File: config.mk
export PLATFORM = sky130hd
export DESIGN_NAME = caller_route_ctrl
export DESIGN_NICKNAME = d
export VERILOG_FILES = /design/src/rtl/caller_route_pkg.sv /design/src/rtl/caller_onoff.sv /design/src/rtl/caller_feed_sel.sv /design/src/rtl/caller_tape_route.sv /design/src/rtl/caller_route_ctrl.sv
export SDC_FILE = /design/constraint.sdc
export NUM_CORES = 1
export LEC_CHECK = 0
export BUFFER_PORTS_ARGS = -buffer_cell sky130_fd_sc_hd__buf_4
export CORE_AREA = 2 2 39 41
export DETAILED_ROUTE_END_ITERATION = 12
export DIE_AREA = 0 0 41 43
export SLEW_MARGIN = 20
export SYNTH_ARGS = -nofsm -noshare
export SYNTH_HDL_FRONTEND = slang
export SYNTH_SLANG_ARGS = --single-unit
File: constraint.sdc
create_clock -name clk -period 0.8 [get_ports clk]
set_input_delay 0.08 -clock clk [delete_from_list [all_inputs] [get_ports clk]]
set_output_delay 0.08 -clock clk [all_outputs]
set_load 0.05 [all_outputs]
File: src/rtl/caller_route_pkg.sv
package caller_route_pkg;
  localparam int NUM_PGM     = 3;
  localparam int FEED_W      = NUM_PGM + 1;
  localparam int OFFLINE_IDX = NUM_PGM;
  localparam int SEL_W       = $clog2(FEED_W);

  localparam logic [FEED_W-1:0] FEED_OFFLINE = FEED_W'(1) << OFFLINE_IDX;
  localparam logic [SEL_W-1:0]  SEL_OFFLINE  = SEL_W'(OFFLINE_IDX);
endpackage

File: src/rtl/caller_onoff.sv
module caller_onoff (
  input  logic clk,
  input  logic rst_n,
  input  logic on_btn_i,
  input  logic off_btn_i,
  input  logic cue_en_i,
  input  logic tmr_en_i,
  output logic on_o,
  output logic cue_clr_o,
  output logic tmr_rst_o
);
  logic on_q, on_d;
  logic cue_q, tmr_q;

  always_comb begin
    on_d = on_q;
    if (on_btn_i && !off_btn_i)      on_d = 1'b1;
    else if (off_btn_i && !on_btn_i) on_d = 1'b0;
  end

  always_ff @(posedge clk or negedge rst_n) begin
    if (!rst_n) begin
      on_q  <= 1'b0;
      cue_q <= 1'b0;
      tmr_q <= 1'b0;
    end else begin
      on_q  <= on_d;
      cue_q <= cue_en_i && (on_d != on_q);
      tmr_q <= tmr_en_i && on_d && !on_q;
    end
  end

  assign on_o      = on_q;
  assign cue_clr_o = cue_q;
  assign tmr_rst_o = tmr_q;

  AST_BOTH_BTN_HOLD: assert property (@(posedge clk) disable iff (!rst_n)
    (on_btn_i && off_btn_i) |=> $stable(on_q));
  AST_CUE_ON_CHANGE: assert property (@(posedge clk) disable iff (!rst_n)
    (cue_en_i && !on_q && on_btn_i && !off_btn_i) |=> (cue_q && on_q));
  AST_CUE_NEEDS_EDGE: assert property (@(posedge clk) disable iff (!rst_n)
    (on_btn_i == off_btn_i) |=> !cue_q);
  AST_TMR_ONLY_RISE: assert property (@(posedge clk) disable iff (!rst_n)
    (!on_q || !on_btn_i || off_btn_i) && !(on_btn_i && !off_btn_i && !on_q) |=> !tmr_q);
endmodule

File: src/rtl/caller_feed_sel.sv
module caller_feed_sel
  import caller_route_pkg::*;
(
  input  logic              clk,
  input  logic              rst_n,
  input  logic              on_i,
  input  logic              auto_i,
  input  logic [SEL_W-1:0]  sel_i,
  output logic [FEED_W-1:0] feed_o
);
  logic [SEL_W-1:0]  eff_idx;
  logic [FEED_W-1:0] feed_d, feed_q;

  always_comb begin
    if (auto_i && !on_i) eff_idx = SEL_OFFLINE;
    else                 eff_idx = sel_i;
  end

  for (genvar g = 0; g < FEED_W; g++) begin : g_dec
    assign feed_d[g] = (eff_idx == SEL_W'(g));
  end

  always_ff @(posedge clk or negedge rst_n) begin
    if (!rst_n) feed_q <= FEED_OFFLINE;
    else        feed_q <= feed_d;
  end

  assign feed_o = feed_q;

  AST_FEED_ONEHOT: assert property (@(posedge clk) disable iff (!rst_n)
    $countones(feed_q) == 1);
  AST_AUTO_ON_FOLLOWS: assert property (@(posedge clk) disable iff (!rst_n)
    (auto_i && on_i) |=> feed_q[$past(sel_i)]);
  AST_AUTO_OFF_OFFLINE: assert property (@(posedge clk) disable iff (!rst_n)
    (auto_i && !on_i) |=> feed_q[OFFLINE_IDX]);
  AST_MANUAL_FOLLOWS: assert property (@(posedge clk) disable iff (!rst_n)
    !auto_i |=> feed_q[$past(sel_i)]);
  AST_OFFLINE_NO_AIR: assert property (@(posedge clk) disable iff (!rst_n)
    (sel_i == SEL_OFFLINE) |=> (feed_q[NUM_PGM-1:0] == '0));
endmodule

File: src/rtl/caller_tape_route.sv
module caller_tape_route (
  input  logic clk,
  input  logic rst_n,
  input  logic second_i,
  input  logic to_right_i,
  output logic left_other_o,
  output logic right_other_o
);
  logic left_q, right_q;

  always_ff @(posedge clk or negedge rst_n) begin
    if (!rst_n) begin
      left_q  <= 1'b0;
      right_q <= 1'b0;
    end else begin
      left_q  <= second_i && !to_right_i;
      right_q <= second_i && to_right_i;
    end
  end

  assign left_other_o  = left_q;
  assign right_other_o = right_q;

  AST_SINGLE_NO_OTHER: assert property (@(posedge clk) disable iff (!rst_n)
    !second_i |=> (!left_q && !right_q));
  AST_TAPE_EXCLUSIVE: assert property (@(posedge clk) disable iff (!rst_n)
    !(left_q && right_q));
  AST_TAPE_ROUTED: assert property (@(posedge clk) disable iff (!rst_n)
    second_i |=> (left_q || right_q));
endmodule

File: src/rtl/caller_route_ctrl.sv
module caller_route_ctrl
  import caller_route_pkg::*;
(
  input  logic              clk,
  input  logic              rst_n,
  input  logic              on_btn_i,
  input  logic              off_btn_i,
  input  logic [SEL_W-1:0]  feed_sel_i,
  input  logic              auto_feed_i,
  input  logic              cue_reset_en_i,
  input  logic              timer_reset_en_i,
  input  logic              tape_to_right_i,
  input  logic              second_present_i,
  output logic              module_on_o,
  output logic [FEED_W-1:0] caller_feed_o,
  output logic              cue_clear_o,
  output logic              timer_reset_o,
  output logic              tape_left_other_o,
  output logic              tape_right_other_o
);
  logic on_w;

  caller_onoff u_onoff (
    .clk       (clk),
    .rst_n     (rst_n),
    .on_btn_i  (on_btn_i),
    .off_btn_i (off_btn_i),
    .cue_en_i  (cue_reset_en_i),
    .tmr_en_i  (timer_reset_en_i),
    .on_o      (on_w),
    .cue_clr_o (cue_clear_o),
    .tmr_rst_o (timer_reset_o)
  );

  caller_feed_sel u_feed (
    .clk    (clk),
    .rst_n  (rst_n),
    .on_i   (on_w),
    .auto_i (auto_feed_i),
    .sel_i  (feed_sel_i),
    .feed_o (caller_feed_o)
  );

  caller_tape_route u_tape (
    .clk           (clk),
    .rst_n         (rst_n),
    .second_i      (second_present_i),
    .to_right_i    (tape_to_right_i),
    .left_other_o  (tape_left_other_o),
    .right_other_o (tape_right_other_o)
  );

  assign module_on_o = on_w;

  AST_TIMER_WITH_ON: assert property (@(posedge clk) disable iff (!rst_n)
    timer_reset_o |-> module_on_o);
endmodule

==> results of run 1 <==
[cell families after synthesis]
| family | synth area share [%] |
|---|---|
| flip-flops | 68.30 |
| AND/OR/NAND/NOR | 20.75 |
| adder cells (fa/ha/maj) | 3.396 |
| buffers and inverters | 1.131 |
| AO/OA/AOI/OAI | 6.415 |
[final timing paths]
path / startpoint / to / slack [ps] / depth (start not counted)
max: u_feed.feed_o[3]$_DFF_PN1_ / caller_feed_o[3] / -200 / 1
min: on_btn_i / u_onoff.cue_clr_o$_DFF_PN0_ / 20 / 2
max reg2reg: u_onoff.on_o$_DFF_PN0_ / u_feed.feed_o[1]$_DFF_PN0_ / -110 / 3
min reg2reg: u_onoff.on_o$_DFF_PN0_ / u_onoff.cue_clr_o$_DFF_PN0_ / 620 / 2
max in group asynchronous: rst_n / u_feed.feed_o[3]$_DFF_PN1_ / 390 / 2
min in group asynchronous: rst_n / u_tape.right_other_o$_DFF_PN0_ / 190 / 2
[state kept, by name (all words and copies together) (netlist names)]
| signal | cells |
|---|---|
| u_feed.feed_o | 4 |
| u_onoff.cue_clr_o | 1 |
| u_onoff.on_o | 1 |
| u_onoff.tmr_rst_o | 1 |
| u_tape.left_other_o | 1 |
| u_tape.right_other_o | 1 |
[final cells by class]
class                   instances  area [sq um]
repair buffers                 24         231.5
inverters                       1         3.754
well taps                      16         20.02
fillers                       133         753.2
multi-input cells              12         121.4
clock buffers                   4         26.28
flip-flops and latches          9         227.7
[layer usage]
metal / GRT usage [%] / vias to the layer above
met5: 0 / -
met1: 11.88 / 133
met4: 8.000 / 0
met2: 15.63 / 20
li1: - / 134
met3: 6.806 / 0
[power by group]
part / leakage (nW) / internal, mW / switching [mW]
Combinational: 0.175 / 0.143 / 0.162
Sequential: 0.114 / 0.488 / 0.0205
Clock: 0.0150 / 0.191 / 0.147
[repair_timing]
action / CTS / global route
endpoints found under the hold margin: 12 / 0
hold buffers: 4 / 0
resized for setup: 13 / 2
pin swaps: 2 / 0
endpoints found under the setup margin: 16 / 16
setup buffers: 1 / 0
[synth_stat cells (all sizes together)]
cell type	number
a21o	1
and2	1
and4bb	1
dfrtp	8
dfstp	1
inv	1
maj3	1
nand2	1
nand4bb	1
nor2b	2
nor3	1
nor3b	2
o31ai	1
[metrics by stage]
| stage | hold WS (ps) | cell area (sq um) | util, % | cells | power (mW) |
|---|---|---|---|---|---|
| 3_5_place_dp | -90.34 | 495.5 | 35.80 | 57 | 0.7591 |
| 3_3_place_gp | -91.72 | 495.5 | 35.80 | 57 | 0.7569 |
| 4_1_cts | 13.45 | 620.6 | 44.85 | 66 | 1.180 |
| 2_1_floorplan | -215.6 | 332.8 | - | 22 | 0.6507 |
| 5_1_grt | 14.07 | 630.6 | 45.57 | 66 | 1.226 |
| 6_report | 24.99 | 630.6 | 45.57 | 66 | 1.152 |
==> impl_metrics.toml, run 1 <==
[run_status]
outcome = "finished, violations left"
violations = "setup timing"

[clocking]
cts_inserted_buffers = 3
clk_pin_slew_ps = 60
htreeDepth = 1
cts_tree = "yes"
clock_sink_count = 9
root_buffer = "clkbuf_4"
insertion_delay_ps = 250
max-clock-path-buffers = 2

[die]
io_pins = 20
core_region_area_sq_mm = 0.001384
placementRows = 14
die-area_sq_mm = 0.001763
initial_core_util_pct = 23.96
die_h_um = 43
die_w_um = 41

[placed_design]
dp_hpwl_um = 555.4
port_buffers = 19
place_worst_setup_slack_ps = -58.70
gp_congestion = 0.6513

[pwr]
pwr_density_cell_mw_per_mm2 = 1826
irDropWorstVdd_v = 0.0007015
p_leak_nw = 0.3037

[timing]
grt_setup_unrepaired = "true"
slew_headroom_pct = 88.90
fin_skew_ps = 3.341
finalCritPeriodShare_pct = 125.3
setup_viol = 15
worst_pin_slew_ps = 165.5
max_freq_ghz = 0.9973
final.setup.tns_ps = -1194
setup_slack_ps = -202.7
hold_viol = 0
fin_crit_ps = 1003
slew_violations = 0

[logic_synthesis]
ys_top_cells_by_area = "dfrtp_1 (60%), dfstp_2 (7.9%), nor3b_1 (4.5%)"
yosysWarnings = 0
syn_area_sq_um = 331.6
ys_seq_elements = 9
synth_top_cell_area_share_pct = 60.38
syn_avg_cell_area_sq_um = 15.07
syn_nets = 33
ys_types = 14
ys_seq_area_share_pct = 68.30
yosys.area.top_type = "dfrtp_1"
syn-instance-count = 22

[drt]
drt_iter0_drc = 0
num_vias = 287
drcViolationCount = 0
wl_met2_um = 332
wl_per_cell_um = 10.82
wl_met1_um = 275
wl_met3_um = 106
wirelength_um = 714
routed.top_layer = "met3"
via_per_inst = 4.348
antenna_left = 0
firstDrtPassIters = 1

[flow_run]
maxCapViolCount = 0

[worst_setup_path]
crit_fanout = 1
path_buf_inv = 1
max_stage_delay_ps = 530
cp-end-kind = "output port"
start_kind = "flip-flop"
worst_ep_arrival_time_ps = 920
crit_required_ps = 720
critical_path.slowest_cell = "dfstp_2"
path_class = "flip-flop to output port"
path_delay_family = "flip-flops"
path_cells = "buf_8"

[cells_and_area]
area_growth_syn_to_layout_pct = 90.19
layout_common_cells = "buf_4 (10), buf_6 (9), dfrtp_1 (7)"
fin_nets = 62
layout_commonest_cell = "buf_4"
layout-drive-gt1-share_pct = 66.00
antennaDiodeCount = 0

[global_route]
grt_pass1_vias = 320
grtUsageTotal_pct = 11.23
grt_max_degree = 10
grt_overflow = 0
antenna_found_initial = 0
grt_first_pass_wirelength_um = 1269

[min_path]
holdCritPathClass = "input pin to flip-flop"
(Power assumes the default switching activity.)
==> run 2, diff against run 1 <==
--- a/config.mk
+++ b/config.mk
@@ -5,6 +5,7 @@
 export SDC_FILE = /design/constraint.sdc
 export NUM_CORES = 1
 export LEC_CHECK = 0
+export ABC_AREA = 1
 export BUFFER_PORTS_ARGS = -buffer_cell sky130_fd_sc_hd__buf_4
 export CORE_AREA = 2 2 39 41
 export DETAILED_ROUTE_END_ITERATION = 12
==> run 2 against run 1 <==
Compared with the run above:
- the run still ends with setup timing left
- setup slack gained 0.91 ps
- sequential share of layout area grew 0.36 points
- power grew 3.2%
- routed wire length shrank 6.6%
- fmax is essentially flat
- final cell count grew 15%
- clock-buffer cell count is the same
- clock skew shrank 1.9 ps
- global-route usage shrank 1.7 points
- via count grew 4.2%
- area after synthesis shrank 2.6%
- utilization shrank 0.45 points
==> impl_metrics.toml, run 2 <==
[run_status]
outcome = "finished, violations left"
violations = "setup timing"

[timing]
grt_setup_unrepaired = "true"
worst_pin_slew_ps = 200.1
slew_headroom_pct = 86.65
finalCritPeriodShare_pct = 125.2
setup_viol = 14
hold_viol = 0
slew_violations = 0
max_freq_ghz = 0.9982
setup_slack_ps = -201.8
fin_skew_ps = 1.392
fin_crit_ps = 1002

[global_route]
antenna_found_initial = 0
grt_overflow = 0
grt_max_degree = 10
grtUsageTotal_pct = 9.505
grt_pass1_vias = 284
grt_first_pass_wirelength_um = 1021

[worst_setup_path]
critical_path.slowest_cell = "dfstp_2"
path_cells = "buf_8"
worst_ep_arrival_time_ps = 920
cp-end-kind = "output port"
crit_required_ps = 720
path_class = "flip-flop to output port"
path_delay_family = "flip-flops"
crit_fanout = 1
path_buf_inv = 1
max_stage_delay_ps = 530
start_kind = "flip-flop"

[cells_and_area]
layout_commonest_cell = "buf_4"
layout_common_cells = "buf_4 (10), buf_6 (9), nor2_1 (7), dfrtp_1 (7), inv_1 (6)"
fin_nets = 72
multi_input_area_sq_um = 100.1
regArea_sq_um = 227.7
antennaDiodeCount = 0
layout-drive-gt1-share_pct = 53.33
n_fill_cell = 149
final_util_pct = 45.12
finalNonFillerCells = 76
largest_reg_flops = 4
area_growth_syn_to_layout_pct = 93.41

[clocking]
cts_tree = "yes"
cts_inserted_buffers = 3
insertion_delay_ps = 250
htreeDepth = 1
clk_pin_slew_ps = 60
clock_sink_count = 9
root_buffer = "clkbuf_4"
max-clock-path-buffers = 2

[drt]
drcViolationCount = 0
via_per_inst = 3.934
drt_iter0_drc = 2
wl_per_cell_um = 8.776
antenna_left = 0
firstDrtPassIters = 2
wirelength_um = 667
num_vias = 299

[placed_design]
port_buffers = 19
dp_cells = 68
gp_congestion = 0.5692
place_worst_setup_slack_ps = 40.66
dp_hpwl_um = 478.3

[die]
placementRows = 14
die_h_um = 43
core_region_area_sq_mm = 0.001384
io_pins = 20
die_w_um = 41
die-area_sq_mm = 0.001763
initial_core_util_pct = 23.33

[logic_synthesis]
synth_top_flop_cell = "dfrtp_1"
synthAdderAreaFrac_pct = 0
ys_top_cells_by_area = "dfrtp_1 (62%), nor2_1 (9.3%), dfstp_2 (8.1%)"
ys_seq_elements = 9
synth_top_family_by_area = "simple AND/OR/NAND/NOR gates"
yosysWarnings = 0
syn_area_sq_um = 322.8
ys_types = 8
synth_edf_count = 0
async_reset_ff_share_pct = 100.0
synthSimpleGateAreaFrac_pct = 15.12
synth_commonest_cells = "dfrtp_1 (8), nor2_1 (8), inv_1 (6)"
synth_compound_area_share_pct = 6.589
synth_top_cell_area_share_pct = 62.02
muxShareOfSynthArea_pct = 0
syn-instance-count = 33
yosys.area.top_type = "dfrtp_1"
syn_avg_cell_area_sq_um = 9.782
syn_nets = 44
ys_seq_area_share_pct = 70.16
synth_xor_area_share_pct = 0

[pwr]
p_total_mw = 1.189
p_leak_nw = 0.3291
pwr_density_cell_mw_per_mm2 = 1904
irDropWorstVdd_v = 0.0007494

[flow_run]
maxCapViolCount = 0

[min_path]
holdCritPathClass = "input pin to flip-flop"
-- run 2: cell count changes in the layout (fill, tap and decap cells not counted), moves of 2 or more --
| cell | delta |
|---|---|
| nor2_1 | +7 |
| inv_1 | +5 |
| nand2_1 | +3 |
| nor3b_2 | -2 |
| o21ai_2 | +2 |
-- run 2: worst min-delay path, stage by stage --
cell and delay (ps):
buf_4 80, nand2_1 40, inv_1 40
-- run 2: final cells by class --
cell class	count	area share [%]
Multi-Input combinational cell	17	16.03
Inverter	7	4.609
Sequential cell	9	36.47
Clock buffer	4	4.208
Tap cell	16	3.206
Timing Repair Buffer	23	35.47
-- run 2: path summary, 6_finish.rpt --
path / end / slack (ps) / from / cells after the start
worst max register to register: u_onoff.cue_clr_o$_DFF_PN0_ / -50 / u_onoff.on_o$_DFF_PN0_ / 5
worst min register to register: u_feed.feed_o[3]$_DFF_PN1_ / 590 / u_onoff.on_o$_DFF_PN0_ / 2
min in group asynchronous: u_onoff.tmr_rst_o$_DFF_PN0_ / 190 / rst_n / 2
worst max-delay path: caller_feed_o[3] / -200 / u_feed.feed_o[3]$_DFF_PN1_ / 1
worst min-delay path: u_tape.right_other_o$_DFF_PN0_ / 20 / second_present_i / 3
max in group asynchronous: u_feed.feed_o[3]$_DFF_PN1_ / 400 / rst_n / 2
-- run 2: power by group --
group	total (mW)	switching, mW	internal (mW)
Sequential	0.508	0.0169	0.491
Combinational	0.341	0.198	0.143
Clock	0.339	0.148	0.192
-- run 2: per-stage QoR --
| step | hold slack [ps] | setup TNS, ps | instance area, sq um |
|---|---|---|---|
| after floorplan | -215.6 | -226.8 | 327.8 |
| after global placement | -93.66 | 0 | 490.5 |
| after detailed placement | -91.40 | 0 | 490.5 |
| after CTS | 10.44 | -876.6 | 601.8 |
| after global routing | 21.80 | -1289 | 624.3 |
| final | 20.61 | -805.8 | 624.3 |
-- run 2: cells by family after synthesis --
family,count (synthesis)
AOI/OAI and AO/OA,4
and+or+nand+nor,13
buffers and inverters,7
DFF,9
-- run 2: what timing repair did --
action,in CTS,in global routing
hold buffers,3,0
endpoints found under the hold margin,11,0
pin swaps,1,2
buffers inserted,1,0
resized for setup,13,6
setup endpoints to repair,9,16
-- run 2: per-layer routing --
layer / up-vias / track usage, % / share of wire, %
met4: 0 / 10.00 / 0
li1: 152 / - / -
met5: - / 0 / 0
met1: 131 / 8.224 / 36
met2: 16 / 14.06 / 52
met3: 0 / 4.712 / 12
